File: src/rtl/fic_pkg.sv
`timescale 1ns/1ps
package fic_pkg;

  typedef enum logic [2:0] {
    PH_IDLE, PH_DRAW, PH_RST, PH_RUN, PH_REC, PH_FIN
  } phase_t;

  localparam logic [1:0] OC_SILENT = 2'd0;
  localparam logic [1:0] OC_FAIL   = 2'd1;
  localparam logic [1:0] OC_LATENT = 2'd2;

  localparam logic [31:0] GEN_TAPS = 32'h8020_0003;

  // one step of the 32-bit maximal-length shift generator
  function automatic logic [31:0] gen_step(input logic [31:0] s);
    return {s[30:0], ^(s & GEN_TAPS)};
  endfunction

endpackage

File: src/rtl/fic_lfsr_draw.sv
`timescale 1ns/1ps
module fic_lfsr_draw
  import fic_pkg::*;
#(
  parameter int NREG = 16,
  parameter int CYCW = 12,
  localparam int IDXW = (NREG > 1) ? $clog2(NREG) : 1
) (
  input  logic            clk,
  input  logic            rst_n,
  input  logic            load,
  input  logic [31:0]     seed,
  input  logic            step,
  input  logic [CYCW-1:0] tf,
  output logic [IDXW-1:0] tgt_o,
  output logic [CYCW-1:0] ti_o
);

  logic [31:0]     gen_q;
  logic [31:0]     v1, v2;
  logic [IDXW-1:0] tgt_q;
  logic [CYCW-1:0] ti_q;

  function automatic logic [IDXW-1:0] to_index(input logic [31:0] v);
    logic [31:0] m;
    m = v % 32'(NREG);
    return m[IDXW-1:0];
  endfunction

  function automatic logic [CYCW-1:0] to_ti(input logic [31:0] v, input logic [CYCW-1:0] lim);
    logic [31:0] m;
    m = v % 32'(lim);
    if (m == 32'd0) m = 32'd1;
    return m[CYCW-1:0];
  endfunction

  assign v1 = gen_step(gen_q);
  assign v2 = gen_step(v1);

  always_ff @(posedge clk or negedge rst_n) begin
    if (!rst_n) begin
      gen_q <= 32'd1;
      tgt_q <= '0;
      ti_q  <= CYCW'(1);
    end else if (load) begin
      gen_q <= (seed == 32'd0) ? 32'd1 : seed;
    end else if (step) begin
      gen_q <= v2;
      tgt_q <= to_index(v1);
      ti_q  <= to_ti(v2, tf);
    end
  end

  assign tgt_o = tgt_q;
  assign ti_o  = ti_q;

  AST_TI_WINDOW: assert property (@(posedge clk) disable iff (!rst_n)
    step |=> (ti_o >= CYCW'(1)) && (ti_o < $past(tf)));
  AST_TGT_RANGE: assert property (@(posedge clk) disable iff (!rst_n)
    step |=> (32'(tgt_o) < 32'(NREG)));
  AST_GEN_NONZERO: assert property (@(posedge clk) disable iff (!rst_n)
    gen_q != 32'd0);

endmodule

File: src/rtl/fic_mask.sv
`timescale 1ns/1ps
module fic_mask #(
  parameter int NREG = 16,
  parameter int GRP  = 2,
  localparam int IDXW = (NREG > 1) ? $clog2(NREG) : 1
) (
  input  logic [IDXW-1:0] tgt,
  input  logic            multi,
  output logic [NREG-1:0] mask
);

  localparam logic [NREG-1:0] ONE = {{(NREG-1){1'b0}}, 1'b1};

  // index tgt+off, wrapped back into 0..NREG-1
  function automatic logic [IDXW-1:0] wrap_add(input logic [IDXW-1:0] t, input int off);
    logic [IDXW:0] s;
    logic [31:0]   o;
    o = 32'(off);
    s = {1'b0, t} + o[IDXW:0];
    if (32'(s) >= 32'(NREG)) s = s - (IDXW+1)'(NREG);
    return s[IDXW-1:0];
  endfunction

  logic [NREG-1:0] part [GRP];

  for (genvar g = 0; g < GRP; g++) begin : g_member
    if (g == 0) begin : g_lead
      assign part[g] = ONE << wrap_add(tgt, g);
    end else begin : g_follow
      assign part[g] = multi ? (ONE << wrap_add(tgt, g)) : '0;
    end
  end

  always_comb begin
    mask = '0;
    for (int k = 0; k < GRP; k++) mask = mask | part[k];
  end

endmodule

File: src/rtl/fic_target.sv
`timescale 1ns/1ps
module fic_target #(
  parameter int NREG = 16,
  parameter int OUTW = 4,
  parameter int SCRW = 4,
  localparam int SCR_LO = NREG - SCRW
) (
  input  logic            clk,
  input  logic            rst_n,
  input  logic            clr,
  input  logic            en,
  input  logic [NREG-1:0] flip,
  output logic [NREG-1:0] state_o,
  output logic [OUTW-1:0] out_o
);

  localparam logic [OUTW-1:0] INC = {{(OUTW-1){1'b0}}, 1'b1};

  logic [NREG-1:0] st_q, nxt;

  // low region counts, middle region holds, scratch region clears
  always_comb begin
    nxt = st_q;
    if (en) begin
      nxt[OUTW-1:0]      = st_q[OUTW-1:0] + INC;
      nxt[NREG-1:SCR_LO] = '0;
    end
  end

  always_ff @(posedge clk or negedge rst_n) begin
    if (!rst_n)   st_q <= '0;
    else if (clr) st_q <= '0;
    else          st_q <= nxt ^ flip;
  end

  assign state_o = st_q;
  assign out_o   = st_q[OUTW-1:0];

endmodule

File: src/rtl/fic_campaign.sv
`timescale 1ns/1ps
module fic_campaign
  import fic_pkg::*;
#(
  parameter int NREG = 16,
  parameter int OUTW = 4,
  parameter int SCRW = 4,
  parameter int GRP  = 2,
  parameter int RUNW = 8,
  parameter int CYCW = 12,
  localparam int IDXW = (NREG > 1) ? $clog2(NREG) : 1
) (
  input  logic            clk,
  input  logic            rst_n,
  input  logic            start,
  input  logic [31:0]     cfg_seed,
  input  logic [RUNW-1:0] cfg_runs,
  input  logic [CYCW-1:0] cfg_tf,
  input  logic            cfg_multi,
  output logic            busy,
  output logic            done,
  output logic            rec_valid,
  input  logic            rec_ready,
  output logic [RUNW-1:0] rec_run,
  output logic [IDXW-1:0] rec_bit,
  output logic            rec_multi,
  output logic [CYCW-1:0] rec_ti,
  output logic [1:0]      rec_outcome,
  output logic [CYCW-1:0] rec_fail_cyc
);

  localparam logic [CYCW-1:0] TF_MIN = CYCW'(2);

  phase_t          ph_q;
  logic [RUNW-1:0] runs_q, run_q;
  logic [CYCW-1:0] tf_q, cyc_q, failcyc_q;
  logic            multi_q;
  logic [1:0]      outcome_q;

  logic [IDXW-1:0] tgt;
  logic [CYCW-1:0] ti;
  logic [NREG-1:0] mask, flip;
  logic [NREG-1:0] gold_st, bad_st;
  logic [OUTW-1:0] gold_out, bad_out;

  // named internal events
  logic start_evt, inject_evt, mismatch_evt, horizon_evt, accept_evt, last_run;
  logic out_diff, st_diff, in_run;

  function automatic logic [CYCW-1:0] clamp_tf(input logic [CYCW-1:0] t);
    return (t < TF_MIN) ? TF_MIN : t;
  endfunction

  function automatic logic [1:0] end_class(input logic state_differs);
    return state_differs ? OC_LATENT : OC_SILENT;
  endfunction

  assign in_run       = (ph_q == PH_RUN);
  assign start_evt    = start && (ph_q == PH_IDLE);
  assign out_diff     = (gold_out != bad_out);
  assign st_diff      = (gold_st != bad_st);
  assign inject_evt   = in_run && (cyc_q == ti);
  assign mismatch_evt = in_run && (cyc_q > ti) && out_diff;
  assign horizon_evt  = in_run && !mismatch_evt && (cyc_q == tf_q);
  assign accept_evt   = rec_valid && rec_ready;
  assign last_run     = (run_q == runs_q - RUNW'(1));
  assign flip         = inject_evt ? mask : '0;

  fic_lfsr_draw #(.NREG(NREG), .CYCW(CYCW)) u_draw (
    .clk   (clk),
    .rst_n (rst_n),
    .load  (start_evt),
    .seed  (cfg_seed),
    .step  (ph_q == PH_DRAW),
    .tf    (tf_q),
    .tgt_o (tgt),
    .ti_o  (ti)
  );

  fic_mask #(.NREG(NREG), .GRP(GRP)) u_mask (
    .tgt   (tgt),
    .multi (multi_q),
    .mask  (mask)
  );

  fic_target #(.NREG(NREG), .OUTW(OUTW), .SCRW(SCRW)) u_gold (
    .clk     (clk),
    .rst_n   (rst_n),
    .clr     (ph_q == PH_RST),
    .en      (in_run),
    .flip    ('0),
    .state_o (gold_st),
    .out_o   (gold_out)
  );

  fic_target #(.NREG(NREG), .OUTW(OUTW), .SCRW(SCRW)) u_bad (
    .clk     (clk),
    .rst_n   (rst_n),
    .clr     (ph_q == PH_RST),
    .en      (in_run),
    .flip    (flip),
    .state_o (bad_st),
    .out_o   (bad_out)
  );

  always_ff @(posedge clk or negedge rst_n) begin
    if (!rst_n) begin
      ph_q      <= PH_IDLE;
      runs_q    <= '0;
      run_q     <= '0;
      tf_q      <= TF_MIN;
      multi_q   <= 1'b0;
      cyc_q     <= '0;
      outcome_q <= OC_SILENT;
      failcyc_q <= '0;
    end else begin
      unique case (ph_q)
        PH_IDLE: if (start_evt) begin
          runs_q  <= cfg_runs;
          tf_q    <= clamp_tf(cfg_tf);
          multi_q <= cfg_multi;
          run_q   <= '0;
          ph_q    <= (cfg_runs == '0) ? PH_FIN : PH_DRAW;
        end
        PH_DRAW: begin
          cyc_q <= '0;
          ph_q  <= PH_RST;
        end
        PH_RST: begin
          cyc_q <= CYCW'(1);
          ph_q  <= PH_RUN;
        end
        PH_RUN: begin
          if (mismatch_evt) begin
            outcome_q <= OC_FAIL;
            failcyc_q <= cyc_q;
            ph_q      <= PH_REC;
          end else if (horizon_evt) begin
            outcome_q <= end_class(st_diff);
            failcyc_q <= '0;
            ph_q      <= PH_REC;
          end else begin
            cyc_q <= cyc_q + CYCW'(1);
          end
        end
        PH_REC: if (accept_evt) begin
          if (last_run) begin
            ph_q <= PH_FIN;
          end else begin
            run_q <= run_q + RUNW'(1);
            ph_q  <= PH_DRAW;
          end
        end
        PH_FIN:  ph_q <= PH_IDLE;
        default: ph_q <= PH_IDLE;
      endcase
    end
  end

  assign busy         = (ph_q != PH_IDLE);
  assign done         = (ph_q == PH_FIN);
  assign rec_valid    = (ph_q == PH_REC);
  assign rec_run      = run_q;
  assign rec_bit      = tgt;
  assign rec_multi    = multi_q;
  assign rec_ti       = ti;
  assign rec_outcome  = outcome_q;
  assign rec_fail_cyc = failcyc_q;

  AST_DONE_SINGLE: assert property (@(posedge clk) disable iff (!rst_n)
    done |=> !done);
  AST_REC_STABLE: assert property (@(posedge clk) disable iff (!rst_n)
    (rec_valid && !rec_ready) |=> rec_valid && $stable(rec_run) && $stable(rec_bit)
      && $stable(rec_ti) && $stable(rec_outcome) && $stable(rec_fail_cyc));
  AST_CFG_LOCKED: assert property (@(posedge clk) disable iff (!rst_n)
    (start && busy) |=> $stable(runs_q) && $stable(tf_q) && $stable(multi_q));
  AST_FLIP_COUNT: assert property (@(posedge clk) disable iff (!rst_n)
    inject_evt |-> ($countones(bad_st ^ gold_st) == 0)
      && ($countones(flip) == (multi_q ? GRP : 1)));
  AST_FRESH_RUN: assert property (@(posedge clk) disable iff (!rst_n)
    (in_run && cyc_q == CYCW'(1)) |-> !st_diff && !out_diff);
  AST_FAIL_AFTER_TI: assert property (@(posedge clk) disable iff (!rst_n)
    (rec_valid && rec_outcome == OC_FAIL) |-> (rec_fail_cyc > rec_ti) && (rec_fail_cyc <= tf_q));
  AST_OUTCOME_CODE: assert property (@(posedge clk) disable iff (!rst_n)
    rec_valid |-> (rec_outcome != 2'd3));

endmodule

File: config.mk
export PLATFORM = sky130hd
export DESIGN_NAME = fic_campaign
export DESIGN_NICKNAME = d
export VERILOG_FILES = /design/src/rtl/fic_pkg.sv /design/src/rtl/fic_lfsr_draw.sv /design/src/rtl/fic_mask.sv /design/src/rtl/fic_target.sv /design/src/rtl/fic_campaign.sv
export SDC_FILE = /design/constraint.sdc
export NUM_CORES = 1
export LEC_CHECK = 0
export CAP_MARGIN = 20
export CORE_MARGIN = 2
export CORE_UTILIZATION = 35
export DETAILED_ROUTE_END_ITERATION = 16
export DONT_BUFFER_PORTS = 1
export SETUP_SLACK_MARGIN = 0.5
export SLEW_MARGIN = 15
export SYNTH_ARGS = -nofsm -noshare
export SYNTH_HDL_FRONTEND = slang
export SYNTH_HIERARCHICAL = 1
export SYNTH_SLANG_ARGS = --single-unit
File: constraint.sdc
create_clock -name clk -period 242.1 [get_ports clk]
set_input_delay 24.21 -clock clk [delete_from_list [all_inputs] [get_ports clk]]
set_output_delay 24.21 -clock clk [all_outputs]
set_load 0.005 [all_outputs]
-- Word level (Yosys, flattened, before mapping)
Cells that the tools add are included.
- bits in registers: 130
- input bits: 57
- output and inout bits: 42
- word-level logic and storage cells: 107
- add/sub/neg operators: 8
- divide/modulo/power cells: 1
- magnitude comparators: 4
- equal/unequal tests: 16
- shift-type cells: 2
- multiplexer cells: 34
- bitwise operators: 3
- reductions and logical operators: 26
- operators with widths (kind ; number):
    32-bit 2-to-1 mux ; 3
    12-bit 2-to-1 mux ; 6
    32-bit zero test ; 2
    16-bit 2-to-1 mux ; 4
    32-bit parity ; 2
    12-bit one-hot mux with 3 select lines ; 1
    32-bit by 12-bit remainder unit with 32-bit output ; 1
    1-bit by 4-bit left shift with 16-bit output, first input constant ; 2
    12-bit == test ; 2
    4-bit 2-to-1 mux ; 6
    8-bit 2-to-1 mux ; 3
    3-bit 2-to-1 mux ; 6
    16-bit inequality test ; 1
    16-bit bitwise OR ; 1
    8-bit one-hot mux with 2 select lines ; 1
    16-bit bitwise XOR ; 1
    3-bit one-hot mux with 5 select lines ; 1
    12-bit by 1-bit adder with 12-bit output, second input constant ; 1
    12-bit > comparator ; 1
    12-bit by 2-bit < comparator with 1-bit output, second input constant ; 1
    4-bit by 1-bit adder with 4-bit output, second input constant ; 2
    8-bit by 1-bit adder with 8-bit output, second input constant ; 1
    8-bit == test ; 1
    8-bit zero test ; 1
    22 further kinds ; 43

-- Longest topological paths before layout
- word-level depth: 9
- gate-level depth with buffers: 571
- depth with buffers taken out: 515

-- Cells and area by module
The synthesis kept the hierarchy.
- by module, submodules not included (module ; times used ; cells each ; area an instance (um^2) ; seq. area each (um^2)):
    fic_lfsr_draw ; 1 ; 5785 ; 40720.3 ; 1203.7
    fic_campaign ; 1 ; 454 ; 3875.0 ; 1452.6
    fic_target ; 2 ; 67 ; 748.2 ; 400.4
    fic_mask ; 1 ; 48 ; 301.5 ; 0.0

-- Worst setup path before layout
No wires, ideal clock.
- kind: register to register
- start point: register u_draw.gen_q[1]
- end point: register u_draw.ti_q[0] (netlist: u_draw/ti_o[0])
- library setup time: 0.097 ns
- arrival time: 94.562 ns
- data required time: 242.003 ns
- path slack: 147.440 ns
- cell stages (with the launch flop): 543
- path buffers: 64
- clock period less this slack: 94.660 ns
- path through: dfrtp_1 buf_4 inv_1 ha_1 xor3_1 inv_1 ha_1 nor3b_1 and4_1 clkbuf_1 nand4_2 a221o_1 buf_4 nand2_2 o21ai_0 ha_1 o21a_1 o21ai_0 [... 507 more ...] o21ai_0 nand2b_1 a21o_1 a21o_1 a21o_1 a21o_1 a21oi_1 o21ai_0 and2_1 o21ai_0 nand2b_1 a211o_1 nor4b_2 nand2_1 or4_1 a211oi_1 nand4_1 o41ai_2
- word-level cells in the longest chain between the ends: 5
- ends and longest elaborated chain (element ; RTL line ; RTL):
    start: declaration ; fic_lfsr_draw.sv:19 ; logic [31:0] gen_q;
    start signal: assignment ; fic_lfsr_draw.sv:46 ; gen_q <= (seed == 32'd0) ? 32'd1 : seed;
    start signal: assignment ; fic_lfsr_draw.sv:48 ; gen_q <= v2;
    32-bit parity (*) ; fic_pkg.sv:16 ; return {s[30:0], ^(s & GEN_TAPS)};
    net u_draw.v1[0] ; fic_lfsr_draw.sv:20 ; logic [31:0] v1, v2;
    32-bit parity ; fic_pkg.sv:16 ;
    32-bit by 12-bit remainder unit with 32-bit output (*) ; fic_lfsr_draw.sv:32 ; m = v % 32'(lim);
    32-bit zero test ; fic_lfsr_draw.sv:33 ; if (m == 32'd0) m = 32'd1;
    12-bit 2-to-1 mux (*) ; fic_lfsr_draw.sv:33 ;
    end signal: assignment ; fic_lfsr_draw.sv:50 ; ti_q <= to_ti(v2, tf);
    end: declaration ; fic_lfsr_draw.sv:22 ; logic [CYCW-1:0] ti_q;
The timed path passes the listed nets; every way through them passes the cells marked *.
A chain may end at the register's enable or synchronous reset.

-- Worst setup path in the final report
Ends and elaborated chain as after synthesis.

==> results.md <==
* Status: complete, no violations
* Post-CTS Resized at 0
* Worst-path clk slew at 80 ps
* DR vias/cell at 6.20
* Drt first pass iters at 6
* CP startpoint: u_draw/gen_q[1]
* Proportion of layout cells with a drive suffix above 1 at 0.0999
* Tmin final at 109860 ps
* Max cap viols at 0
* Post-synth top flop: dfrtp_1
* Post-Synthesis Cell Area at 46400 um2
* Setup crit end kind: register
* GPL Wtd Cong at 1.01
* Fin crit share at 0.454
* Aggregate routed wire length at 173000 um
* Synth-to-Final Area Change at 3.72%
* CP max-delay cell: nand4_2
* Fmax at 9.10 MHz
* Vias at 49900
* Die Y-Extent at 368 um
* TritonCTS clock tree: done
* Layout Cells excl Fill at 8045
* Worst Path Required at 242430 ps
* HPWL after detailed placement at 137000 um
* Reg2reg start: u_draw/gen_q[1]
* Warnings from Yosys at 6
* Final Cell Area at 48100 um2
* Post-CTS setup buffers at 0
* Yosys reg bits at 138
* Worst Hold Launch: rec_outcome[0]
* Die footprint at 135000 um2
* Critical path fanouts, max at 36
* Hold buffer count at cts at 0
* Post-synth ARST share at 1.00
* Synth cell types at 184
* Initial Util at 0.353
* Max stage delay on crit path at 900 ps
* Slew Viols, Final at 0
* Tightest Pin Transition at 1060 ps
* Layout Nets at 6674
* RSZ-0062 raised after global routing: no
* Fin Setup TNS at 0 ps
* Antenna violations before repair at 4
* Register area share after synthesis at 0.0745
* First-pass GRT wire length at 267000 um
* Core Footprint at 131000 um2
* Grt ovf at 0
* Input/output buffers at 0
* Post-Syn Area per Cell at 7.23 um2
* Worst min path class: reg2reg
* Routed WL per cell at 21.5 um
* Drt drc at 0
* Number of DRC markers in iteration 0 at 5012
* Vias in the first global route at 46300
* Post-synth EDFFs at 0
* Crit path DAT at 110190 ps
* Post-DP Area at 47500 um2
* Crit path launch type: register
* CTS Sinks at 138
* Largest net degree at the start of global routing at 139
* Num CTS Buffers at 17
* Die W at 368 um
* Std-Cell Rows at 133
* Critical path class: reg2reg
* Worst Clk Skew at 18.5 ps
* Most common cell after layout, fill and taps aside: nor2_1
* Final Hold Fails at 0
* Ports at 99
* Post-Synthesis Cells at 6421
* ANT nets after route at 0
* Headroom to the max-slew limit at 0.290
* CTS max path bufs at 2
* Commonest cells after routing, fill and taps aside: nor2_1, nand2_1, a21oi_1
* Clock Latency Late Sink at 430 ps
* Placed cell count at 8007
* GRT Total Usage at 0.242
* Max H-tree Level at 4
* # setup viols final at 0
* CTS Root Cell: clkbuf_16
[kinds of logic (layout without fill, tap and decap cells)]
kind of cell	count (synthesis)	in the layout	share of synthesized area
and+or+nand+nor	2669	2669	0.310
AOI/OAI and AO/OA	2021	2021	0.306
xor gates and xnor gates	600	600	0.116
buffers and inverters	434	283	0.0513
adders and majority gates	345	345	0.0932
muxes	213	213	0.0496
DFF	138	138	0.0745
other	1	21	0.0000808
[sequential cells by signal, summed over array words and instances, names as in the netlist, 12 cells and up]
name / count
rec_fail_cyc: 12
u_draw/gen_q: 32
u_draw/ti_o: 12
u_bad/state_o: 16
u_gold/state_o: 16
cyc_q: 12
tf_q: 12
[stage by stage]
step | util | worst slack (ps) | hold WS [ps]
CTS | 0.366 | 133690 | 531
global route | 0.366 | 121960 | 550
global placement | 0.361 | 137040 | 490
floorplan | - | 147440 | 474
detailed placement | 0.361 | 134170 | 514
finish | 0.366 | 132240 | 523
[synthesized netlist by cell type, types with 22 or more instances]
cell type  count  area share
buf_6         47       0.011
nor2_1       621       0.050
o21ai_0      341       0.037
or3_1         54      0.0073
o21bai_1      35      0.0057
a31oi_1       74       0.010
or2_2         42      0.0057
dfrtp_1      135       0.073
nor3b_1       23      0.0037
nand2b_1     127       0.017
xnor2_1      388       0.073
a41oi_1       23      0.0043
and4_1        40      0.0076
nand3_1      194       0.021
o211ai_1      52      0.0084
o31ai_1       87       0.014
and3_1        44      0.0059
a21o_1       200       0.032
inv_1        173       0.014
buf_2         39      0.0042
and2_1        97       0.013
a211oi_1      59      0.0095
nor4_1        92       0.012
o2111ai_1     35      0.0066
or4_1         34      0.0055
nand3b_1      23      0.0037
nand2_1      611       0.049
nand4_1      138       0.019
mux2_2        77       0.019
xor2_1       200       0.038
buf_4         39      0.0063
clkbuf_1      87      0.0070
mux2i_1      113       0.024
a311oi_1      22      0.0042
a21oi_1      500       0.054
a211o_1       24      0.0045
ha_1         344       0.093
o21a_1        89       0.014
nor3_1       188       0.020
nor2b_1       73      0.0098
and2_2        23      0.0037
o21ai_1       65      0.0070
[area by class of cell]
class	instances	area [um2]
antenna	5	12.5
clock buffer	17	425
clock inverter	15	176
fill	14000	83300
inverter	185	696
multi-input combinational	5864	40700
sequential	138	3460
tap	1755	2200
timing repair buffer	66	493
[per-layer routing]
| metal | track usage | routed length [um] |
|---|---|---|
| met4 | 0.0739 | 5770 |
| met2 | 0.393 | 77200 |
| met1 | 0.332 | 77900 |
| met5 | 0 | 0 |
| met3 | 0.0280 | 12400 |
[critical path, delay by kind of cell, from the launching register on]
kind,cells,cell delay [ps]
simple gates,187,40680
xor+xnor,7,1500
buf+inv,23,3940
mux,6,2250
flops,1,640
fa+ha+maj,33,11590
compound gates,233,48890
[worst paths after layout]
path / endpoint / slack [ps] / cells after the start
setup reg to reg: u_draw/ti_o[0] / 132240 / 489
setup / recovery: u_draw/ti_o[0] / 132240 / 489
max in group asynchronous: u_draw/gen_q[0] / 218390 / 0
hold reg to reg: rec_outcome[0] / 520 / 1
min in group asynchronous: u_gold/state_o[13] / 23480 / 0
hold / removal: rec_outcome[0] / 520 / 1
Power is left out: the tool's default activity adds up to more than one toggle a clock period on the data nets, which glitch-free logic cannot reach.
